`src/rtl/core_pkg.sv`:
```
package core_pkg;

    localparam int XLEN  = 32;
    localparam int NREG  = 32;
    localparam int RAW   = $clog2(NREG);
    localparam int IMMW  = 16;
    localparam int JIDXW = 26;
    localparam int OPW   = 6;

    localparam logic [OPW-1:0] OP_RTYPE = 6'h00;
    localparam logic [OPW-1:0] OP_JUMP  = 6'h02;
    localparam logic [OPW-1:0] OP_BEQ   = 6'h04;
    localparam logic [OPW-1:0] OP_BNE   = 6'h05;
    localparam logic [OPW-1:0] OP_ADDI  = 6'h08;
    localparam logic [OPW-1:0] OP_ANDI  = 6'h0C;
    localparam logic [OPW-1:0] OP_ORI   = 6'h0D;
    localparam logic [OPW-1:0] OP_XORI  = 6'h0E;
    localparam logic [OPW-1:0] OP_LOAD  = 6'h23;
    localparam logic [OPW-1:0] OP_STORE = 6'h2B;

    localparam logic [OPW-1:0] FN_ADD  = 6'h20;
    localparam logic [OPW-1:0] FN_SUB  = 6'h22;
    localparam logic [OPW-1:0] FN_AND  = 6'h24;
    localparam logic [OPW-1:0] FN_OR   = 6'h25;
    localparam logic [OPW-1:0] FN_XOR  = 6'h26;
    localparam logic [OPW-1:0] FN_SLT  = 6'h2A;
    localparam logic [OPW-1:0] FN_SLTU = 6'h2B;

    typedef enum logic [2:0] {
        ST_FETCH, ST_DECODE, ST_EXEC, ST_MEM, ST_WB
    } state_t;

    typedef enum logic [2:0] {
        ALU_ADD, ALU_SUB, ALU_AND, ALU_OR, ALU_XOR, ALU_SLT, ALU_SLTU
    } alu_op_t;

    typedef enum logic [1:0] {
        PC_SEQ, PC_BRANCH, PC_JUMP
    } pc_src_t;

    typedef enum logic [2:0] {
        CL_RALU, CL_IALU, CL_LOAD, CL_STORE, CL_BRANCH, CL_JUMP, CL_NOP
    } cls_t;

    typedef struct packed {
        logic    ir_load;
        logic    pc_load;
        pc_src_t pc_src;
        logic    ab_load;
        logic    alu_load;
        logic    mdr_load;
        logic    addr_from_alu;
        logic    mem_we;
        logic    rf_we;
        logic    dst_rd;
        logic    wb_from_mem;
        logic    opb_imm;
        logic    imm_zext;
        alu_op_t alu_op;
    } ctrl_t;

endpackage

```
`src/rtl/core_alu.sv`:
```
module core_alu
    import core_pkg::*;
#(
    parameter int W = XLEN
) (
    input  alu_op_t      op,
    input  logic [W-1:0] a,
    input  logic [W-1:0] b,
    output logic [W-1:0] y,
    output logic         zero
);

    always_comb begin
        unique case (op)
            ALU_ADD:  y = a + b;
            ALU_SUB:  y = a - b;
            ALU_AND:  y = a & b;
            ALU_OR:   y = a | b;
            ALU_XOR:  y = a ^ b;
            ALU_SLT:  y = {{(W-1){1'b0}}, ($signed(a) < $signed(b))};
            ALU_SLTU: y = {{(W-1){1'b0}}, (a < b)};
            default:  y = '0;
        endcase
    end

    assign zero = (y == '0);

endmodule

```
`src/rtl/core_regfile.sv`:
```
module core_regfile #(
    parameter int W = 32,
    parameter int N = 32
) (
    input  logic                 clk,
    input  logic                 rst,
    input  logic                 we,
    input  logic [$clog2(N)-1:0] wa,
    input  logic [W-1:0]         wd,
    input  logic [$clog2(N)-1:0] ra1,
    input  logic [$clog2(N)-1:0] ra2,
    output logic [W-1:0]         rd1,
    output logic [W-1:0]         rd2
);

    localparam int AW = $clog2(N);

    logic [W-1:0] regs [N];

    always_ff @(posedge clk) begin
        if (we && (wa != '0)) begin
            regs[wa] <= wd;
        end
    end

    assign rd1 = (ra1 == '0) ? '0 : regs[ra1];
    assign rd2 = (ra2 == '0) ? '0 : regs[ra2];


    zero_port1_chk: assert property (@(posedge clk) disable iff (rst)
        (ra1 == AW'(0)) |-> (rd1 == '0));


    zero_port2_chk: assert property (@(posedge clk) disable iff (rst)
        (ra2 == AW'(0)) |-> (rd2 == '0));

endmodule

```
`src/rtl/core_ctrl.sv`:
```
module core_ctrl
    import core_pkg::*;
(
    input  logic           clk,
    input  logic           rst,
    input  logic [OPW-1:0] opcode,
    input  logic [OPW-1:0] funct,
    input  logic           alu_zero,
    output state_t         state,
    output ctrl_t          ctl
);

    state_t state_nx;
    cls_t   cls;

    always_comb begin
        case (opcode)
            OP_RTYPE: begin
                case (funct)
                    FN_ADD, FN_SUB, FN_AND, FN_OR,
                    FN_XOR, FN_SLT, FN_SLTU: cls = CL_RALU;
                    default:                 cls = CL_NOP;
                endcase
            end
            OP_ADDI, OP_ANDI, OP_ORI, OP_XORI: cls = CL_IALU;
            OP_LOAD:                           cls = CL_LOAD;
            OP_STORE:                          cls = CL_STORE;
            OP_BEQ, OP_BNE:                    cls = CL_BRANCH;
            OP_JUMP:                           cls = CL_JUMP;
            default:                           cls = CL_NOP;
        endcase
    end

    // State register
    always_ff @(posedge clk) begin
        if (rst) state <= ST_FETCH;
        else     state <= state_nx;
    end

    // Next-state logic
    always_comb begin
        state_nx = state;
        unique case (state)
            ST_FETCH:  state_nx = ST_DECODE;
            ST_DECODE: state_nx = (cls == CL_NOP) ? ST_FETCH : ST_EXEC;
            ST_EXEC: begin
                unique case (cls)
                    CL_RALU, CL_IALU:   state_nx = ST_WB;
                    CL_LOAD, CL_STORE:  state_nx = ST_MEM;
                    default:            state_nx = ST_FETCH;
                endcase
            end
            ST_MEM:    state_nx = (cls == CL_LOAD) ? ST_WB : ST_FETCH;
            ST_WB:     state_nx = ST_FETCH;
            default:   state_nx = ST_FETCH;
        endcase
    end

    // Outputs
    always_comb begin
        ctl        = '0;
        ctl.pc_src = PC_SEQ;
        ctl.alu_op = ALU_ADD;
        unique case (state)
            ST_FETCH: begin
                ctl.ir_load = 1'b1;
                ctl.pc_load = 1'b1;
            end
            ST_DECODE: begin
                ctl.ab_load = 1'b1;
            end
            ST_EXEC: begin
                ctl.alu_load = 1'b1;
                unique case (cls)
                    CL_RALU: begin
                        case (funct)
                            FN_SUB:  ctl.alu_op = ALU_SUB;
                            FN_AND:  ctl.alu_op = ALU_AND;
                            FN_OR:   ctl.alu_op = ALU_OR;
                            FN_XOR:  ctl.alu_op = ALU_XOR;
                            FN_SLT:  ctl.alu_op = ALU_SLT;
                            FN_SLTU: ctl.alu_op = ALU_SLTU;
                            default: ctl.alu_op = ALU_ADD;
                        endcase
                    end
                    CL_IALU: begin
                        ctl.opb_imm = 1'b1;
                        case (opcode)
                            OP_ANDI: begin ctl.alu_op = ALU_AND; ctl.imm_zext = 1'b1; end
                            OP_ORI:  begin ctl.alu_op = ALU_OR;  ctl.imm_zext = 1'b1; end
                            OP_XORI: begin ctl.alu_op = ALU_XOR; ctl.imm_zext = 1'b1; end
                            default: ctl.alu_op = ALU_ADD;
                        endcase
                    end
                    CL_LOAD, CL_STORE: begin
                        ctl.opb_imm = 1'b1;
                    end
                    CL_BRANCH: begin
                        ctl.alu_op  = ALU_SUB;
                        ctl.pc_src  = PC_BRANCH;
                        ctl.pc_load = (opcode == OP_BEQ) ? alu_zero : !alu_zero;
                    end
                    CL_JUMP: begin
                        ctl.pc_src  = PC_JUMP;
                        ctl.pc_load = 1'b1;
                    end
                    default: ;
                endcase
            end
            ST_MEM: begin
                ctl.addr_from_alu = 1'b1;
                ctl.mem_we        = (cls == CL_STORE);
                ctl.mdr_load      = (cls == CL_LOAD);
            end
            ST_WB: begin
                ctl.rf_we       = 1'b1;
                ctl.dst_rd      = (cls == CL_RALU);
                ctl.wb_from_mem = (cls == CL_LOAD);
            end
            default: ;
        endcase
    end


    fetch_to_decode_chk: assert property (@(posedge clk) disable iff (rst)
        (state == ST_FETCH) |=> (state == ST_DECODE));


    wb_to_fetch_chk: assert property (@(posedge clk) disable iff (rst)
        (state == ST_WB) |=> (state == ST_FETCH));


    reset_state_chk: assert property (@(posedge clk) disable iff (rst)
        $past(rst) |-> (state == ST_FETCH));


    write_in_mem_chk: assert property (@(posedge clk) disable iff (rst)
        ctl.mem_we |-> (state == ST_MEM));

endmodule

```
`src/rtl/mc_core.sv`:
```
module mc_core
    import core_pkg::*;
(
    input  logic            clk,
    input  logic            rst,
    output logic [XLEN-1:0] mem_addr,
    output logic [XLEN-1:0] mem_wdata,
    input  logic [XLEN-1:0] mem_rdata,
    output logic            mem_we
);

    state_t          state;
    ctrl_t           ctl;
    logic [XLEN-1:0] pc_q, ir_q, a_q, b_q, alu_q, mdr_q;
    logic [XLEN-1:0] rd1, rd2, alu_y, opb, imm_sext, imm_zext, imm_ext;
    logic [XLEN-1:0] rf_wd;
    logic [RAW-1:0]  rf_wa;
    logic            alu_zero;
    logic            unused_shamt;

    assign unused_shamt = ^ir_q[10:6];

    core_ctrl u_ctrl (
        .clk      (clk),
        .rst      (rst),
        .opcode   (ir_q[31:26]),
        .funct    (ir_q[5:0]),
        .alu_zero (alu_zero),
        .state    (state),
        .ctl      (ctl)
    );

    core_regfile #(.W(XLEN), .N(NREG)) u_rf (
        .clk (clk),
        .rst (rst),
        .we  (ctl.rf_we),
        .wa  (rf_wa),
        .wd  (rf_wd),
        .ra1 (ir_q[25:21]),
        .ra2 (ir_q[20:16]),
        .rd1 (rd1),
        .rd2 (rd2)
    );

    assign imm_sext = {{(XLEN-IMMW){ir_q[IMMW-1]}}, ir_q[IMMW-1:0]};
    assign imm_zext = {{(XLEN-IMMW){1'b0}}, ir_q[IMMW-1:0]};
    assign imm_ext  = ctl.imm_zext ? imm_zext : imm_sext;
    assign opb      = ctl.opb_imm ? imm_ext : b_q;

    core_alu #(.W(XLEN)) u_alu (
        .op   (ctl.alu_op),
        .a    (a_q),
        .b    (opb),
        .y    (alu_y),
        .zero (alu_zero)
    );

    assign rf_wa = ctl.dst_rd ? ir_q[15:11] : ir_q[20:16];
    assign rf_wd = ctl.wb_from_mem ? mdr_q : alu_q;

    assign mem_addr  = ctl.addr_from_alu ? alu_q : pc_q;
    assign mem_wdata = b_q;
    assign mem_we    = ctl.mem_we;

    always_ff @(posedge clk) begin
        if (rst) begin
            pc_q <= '0;
        end else if (ctl.pc_load) begin
            unique case (ctl.pc_src)
                PC_SEQ:    pc_q <= pc_q + XLEN'(4);
                PC_BRANCH: pc_q <= pc_q + {imm_sext[XLEN-3:0], 2'b00};
                PC_JUMP:   pc_q <= {pc_q[XLEN-1:JIDXW+2], ir_q[JIDXW-1:0], 2'b00};
                default:   pc_q <= pc_q;
            endcase
        end
    end

    always_ff @(posedge clk) begin
        if (ctl.ir_load)  ir_q  <= mem_rdata;
        if (ctl.ab_load)  begin a_q <= rd1; b_q <= rd2; end
        if (ctl.alu_load) alu_q <= alu_y;
        if (ctl.mdr_load) mdr_q <= mem_rdata;
    end


    reset_pc_chk: assert property (@(posedge clk) disable iff (rst)
        $past(rst) |-> (pc_q == '0));


    ir_hold_chk: assert property (@(posedge clk) disable iff (rst)
        (state != ST_FETCH) |=> $stable(ir_q));


    fetch_addr_chk: assert property (@(posedge clk) disable iff (rst)
        (state == ST_FETCH) |-> (mem_addr == pc_q));


    pc_quiet_chk: assert property (@(posedge clk) disable iff (rst)
        (state == ST_DECODE || state == ST_MEM || state == ST_WB) |=> $stable(pc_q));


    slt_bool_chk: assert property (@(posedge clk) disable iff (rst)
        (ctl.alu_op == ALU_SLT || ctl.alu_op == ALU_SLTU) |-> (alu_y[XLEN-1:1] == '0));

endmodule

```
`config.mk`:
```
export PLATFORM = sky130hd
export DESIGN_NAME = mc_core
export DESIGN_NICKNAME = d
export VERILOG_FILES = /design/src/rtl/core_pkg.sv /design/src/rtl/core_alu.sv /design/src/rtl/core_regfile.sv /design/src/rtl/core_ctrl.sv /design/src/rtl/mc_core.sv
export SDC_FILE = /design/constraint.sdc
export NUM_CORES = 2
export LEC_CHECK = 0
export CORE_AREA = 2 2 420 297
export DETAILED_ROUTE_END_ITERATION = 8
export DIE_AREA = 0 0 422 299
export PLACE_DENSITY = 0.69
export SYNTH_ARGS = -nofsm -noshare
export SYNTH_HDL_FRONTEND = slang
export SYNTH_SLANG_ARGS = --single-unit
```
`constraint.sdc`:
```
create_clock -name clk -period 16.8 [get_ports clk]
set_clock_uncertainty 0.1 [all_clocks]
set_input_delay 3.36 -clock clk [delete_from_list [all_inputs] [get_ports clk]]
set_output_delay 3.36 -clock clk [all_outputs]
set_load 0.02 [all_outputs]
```
==> flow_summary_export.csv <==
group,metric,value,unit
final_layout,regArea,36210,um2
critical_path,worstPathCellList,"nor3_2 -> and3_1 -> a31oi_2 -> nand3b_1 -> buf_4 -> mux2_2 -> inv_1 -> ha_1 -> o21bai_1 -> nand2_1 -> o311ai_0 -> nand2_1 -> o31a_1 -> o21bai_1 -> a211oi_1 -> o31a_1 -> nor4_1 -> nand4_1 -> nor4_4 -> mux2_4 -> and2_4 -> a311oi_1",
critical_path,worst-setup-path-type,"flip-flop to flip-flop",
route,via_count,37900,
clock_tree,cts_made_buffers,110,
grt,gr-total-overflow,0,
yosys,synth_cells,3595,
grt,grt_pass1_vias,36547,
timing,fin_setup_tns,0,ns
yosys,ys_ff_latch,1217,
route,wirelength,189000,um
place,place_congestion,0.9969,
place,port_buffers,98,
grt,grt_start_max_net_pins,121,
critical_path,cp_top_family,"simple AND/OR/NAND/NOR gates",
floorplan,io_pins,99,
hold_path,hp-class,"flip-flop to flip-flop",
clock_tree,holdBufCountCts,0,
clock_tree,clk_path_buf_depth,3,
yosys,synth_warnings,0,
critical_path,crit_fanout,33,
critical_path,required,17.30,ns
critical_path,reg2reg_slack,8.94,ns
clock_tree,ctsResizeCount,0,
route,route.detailed.drc,0,
final_layout,mostFrequentLayoutCells,"edfxtp_1 (1184), mux4_2 (640), nor2_1 (188)",
clock_tree,cts-root-buf,"clkbuf_16",
clock_tree,clkLatencyLatePin,0.75,ns
grt,antenna_found_initial,11,
final_layout,syn2layout_area_growth,11.45,%
power,powerDensity,105.0,nW/um2
floorplan,core.rowCount,108,
critical_path,r2r_cells,22,
route,route.met3.wl,23870,um
timing,slew_viol_final,0,
hold_path,min_to,"pc_q[20]",
floorplan,core-area,122700,um2
floorplan,start_util,0.5040,
critical_path,worst_path_max_delay_cell,"o311ai_0",
critical_path,critPathBufInv,2,
route,postRouteAntennaNets,0,
yosys,ys_seq_area_frac,0.5856,
clock_tree,cts_tree,"yes",
route,wl_met1,75410,um
power,peakVddDrop,0.0001034,V
critical_path,arrival,8.36,ns
yosys,ys.flop_type,"edfxtp_1",
timing,hold_violations,0,
timing,tightest_slew,1.127,ns
hold_path,holdPathStages,2,
critical_path,r2r-end,"pc_q[6]",
timing,timing.hold.ws,0.3841,ns
floorplan,die_x,422,um
yosys,syn_area,61840,um2
clock_tree,cts.clk_slew.worst_paths,0.07,ns
clock_tree,cts_setup_buffers,0,
status,status,"finished clean",
yosys,synthDistinctLibCells,94,
critical_path,endpoint_kind,"flip-flop",
final_layout,layout-drive-gt1-share,0.2871,
hold_path,holdCritStartpoint,"pc_q[20]",
route,wire_per_inst,34.86,um
route,viasPerCell,6.990,
clock_tree,cts.sinks,1217,
grt,grt_pass1_wl,268200,um
timing,rsz0062_at_grt,"no",
power,leakage,22.70,nW
place,hpwl,112300,um
floorplan,die_area,126200,um2
yosys,synth_edf_count,1184,
critical_path,reg2reg_from,"ir_q[29]",
route,wl_met2,83150,um
critical_path,start_kind,"flip-flop",
final_layout,multiInputGateArea,24580,um2
timing,period_needed,7.862,ns
floorplan,dieHeight,299,um
final_layout,nFillCells,9374,
timing,fmaxAchievable,127.2,MHz
critical_path,max_stage_delay,0.74,ns
final_layout,final_common_cell,"edfxtp_1",
route,drtIter0Drc,6272,
job,cap_violations,0,
yosys,synth-async-reset-ratio,0,
grt,grt_usage,0.2987,
route,highest_layer,"met5",
timing,fin_crit_sh,0.4680,
clock_tree,htree_levels,3,
route,drtPass1Iterations,6,
final_layout,nets,3840,
yosys,synth_area_per_cell,17.20,um2
timing,max-slew-margin-rel,0.2488,
timing,setup_viol,0,
synthesized netlist by cell type (12+ instances only):
| cell | instances | area (um2) |
|---|---|---|
| a211oi_1 | 18 | 135.1 |
| a21o_1 | 45 | 337.8 |
| a21oi_1 | 108 | 540.5 |
| a221oi_1 | 15 | 131.4 |
| a31oi_1 | 31 | 193.9 |
| and2_1 | 23 | 143.9 |
| and3_1 | 14 | 87.58 |
| buf_1 | 55 | 206.5 |
| buf_2 | 24 | 120.1 |
| clkbuf_1 | 165 | 619.3 |
| dfxtp_1 | 33 | 660.6 |
| edfxtp_1 | 1184 | 35550 |
| ha_1 | 130 | 1627 |
| inv_1 | 112 | 420.4 |
| mux2_2 | 80 | 900.9 |
| mux2i_1 | 72 | 720.7 |
| mux4_2 | 640 | 14410 |
| nand2_1 | 87 | 326.6 |
| nand2b_1 | 23 | 143.9 |
| nand3_1 | 39 | 195.2 |
| nand4_1 | 25 | 156.4 |
| nor2_1 | 219 | 822.0 |
| nor2b_1 | 19 | 118.9 |
| nor3_1 | 37 | 185.2 |
| o21ai_0 | 87 | 435.4 |
| o21ai_2 | 12 | 105.1 |
| o22ai_1 | 19 | 118.9 |
| or3_1 | 16 | 100.1 |
| xnor2_1 | 22 | 192.7 |
registers in the layout, indices dropped and copies added, names as in the netlist:
signal / cells
mem_wdata: 32
u_ctrl.state: 3
alu_q: 32
a_q: 32
mdr_q: 32
ir_q: 32
pc_q: 30
u_rf.regs: 1024
where the power goes:
group / internal [mW] / total, mW / switching [mW]
clock network: 1.56 / 2.75 / 1.18
logic: 0.469 / 1.08 / 0.614
registers: 3.35 / 3.41 / 0.0538
total: 5.39 / 7.24 / 1.85
layer usage:
layer / GRT usage / vias to the layer above
li1: - / 15094
met1: 0.4483 / 19739
met2: 0.4320 / 2690
met3: 0.07354 / 369
met4: 0.09745 / 8
met5: 0 / -
worst max path at each step:
stage | start | to | slack, ns | cells after the start
3_5_place_dp | u_ctrl.state[1] | pc_q[7] | 9.14 | 23
5_1_grt | u_ctrl.state[1] | pc_q[6] | 8.54 | 23
2_1_floorplan | u_ctrl.state[1] | pc_q[3] | 10.19 | 26
3_3_place_gp | ir_q[30] | pc_q[2] | 9.21 | 23
4_1_cts | ir_q[29] | pc_q[6] | 9.11 | 23
6_report | ir_q[29] | pc_q[6] | 8.94 | 22
tightest hold or removal path: cells and delay by family, from the launching register on:
kind | cells | cell delay [ns]
simple gates | 1 | 0.07
flops | 1 | 0.33
compound gates | 1 | 0.05
cells by family (layout without fill, tap and decap cells):
logic type | after synthesis | in the layout | share of synthesized area
buffers and inverters | 365 | 508 | 0.02353
adders and majority gates | 134 | 134 | 0.02744
other | 1 | 35 | 0.00006064
and+or+nand+nor | 565 | 565 | 0.04484
DFF | 1217 | 1217 | 0.5856
muxes | 793 | 793 | 0.2596
xor gates and xnor gates | 28 | 28 | 0.003966
AOI/OAI and AO/OA | 492 | 492 | 0.05497
per-stage QoR:
step                area, um2  worst slack [ns]  total power [mW]    util  instances
floorplan               61950             10.19             4.204       -       3626
global placement        64970             9.213             4.533  0.5296       5211
detailed placement      64970             9.144             4.533  0.5296       5211
CTS                     68910             9.113             7.242  0.5616       5419
global route            68910             8.541             7.449  0.5616       5419
finish                  68920             8.938             7.239  0.5617       5422
cell type report:
type	count	area share
Antenna cell	3	0.0001089
Clock buffer	120	0.04110
Clock inverter	88	0.01601
Inverter	115	0.006263
Multi-Input combinational cell	2044	0.3566
Sequential cell	1217	0.5255
Tap cell	1650	0.02996
Timing Repair Buffer	185	0.02444
Note: power is estimated with default switching activity, not from simulation.
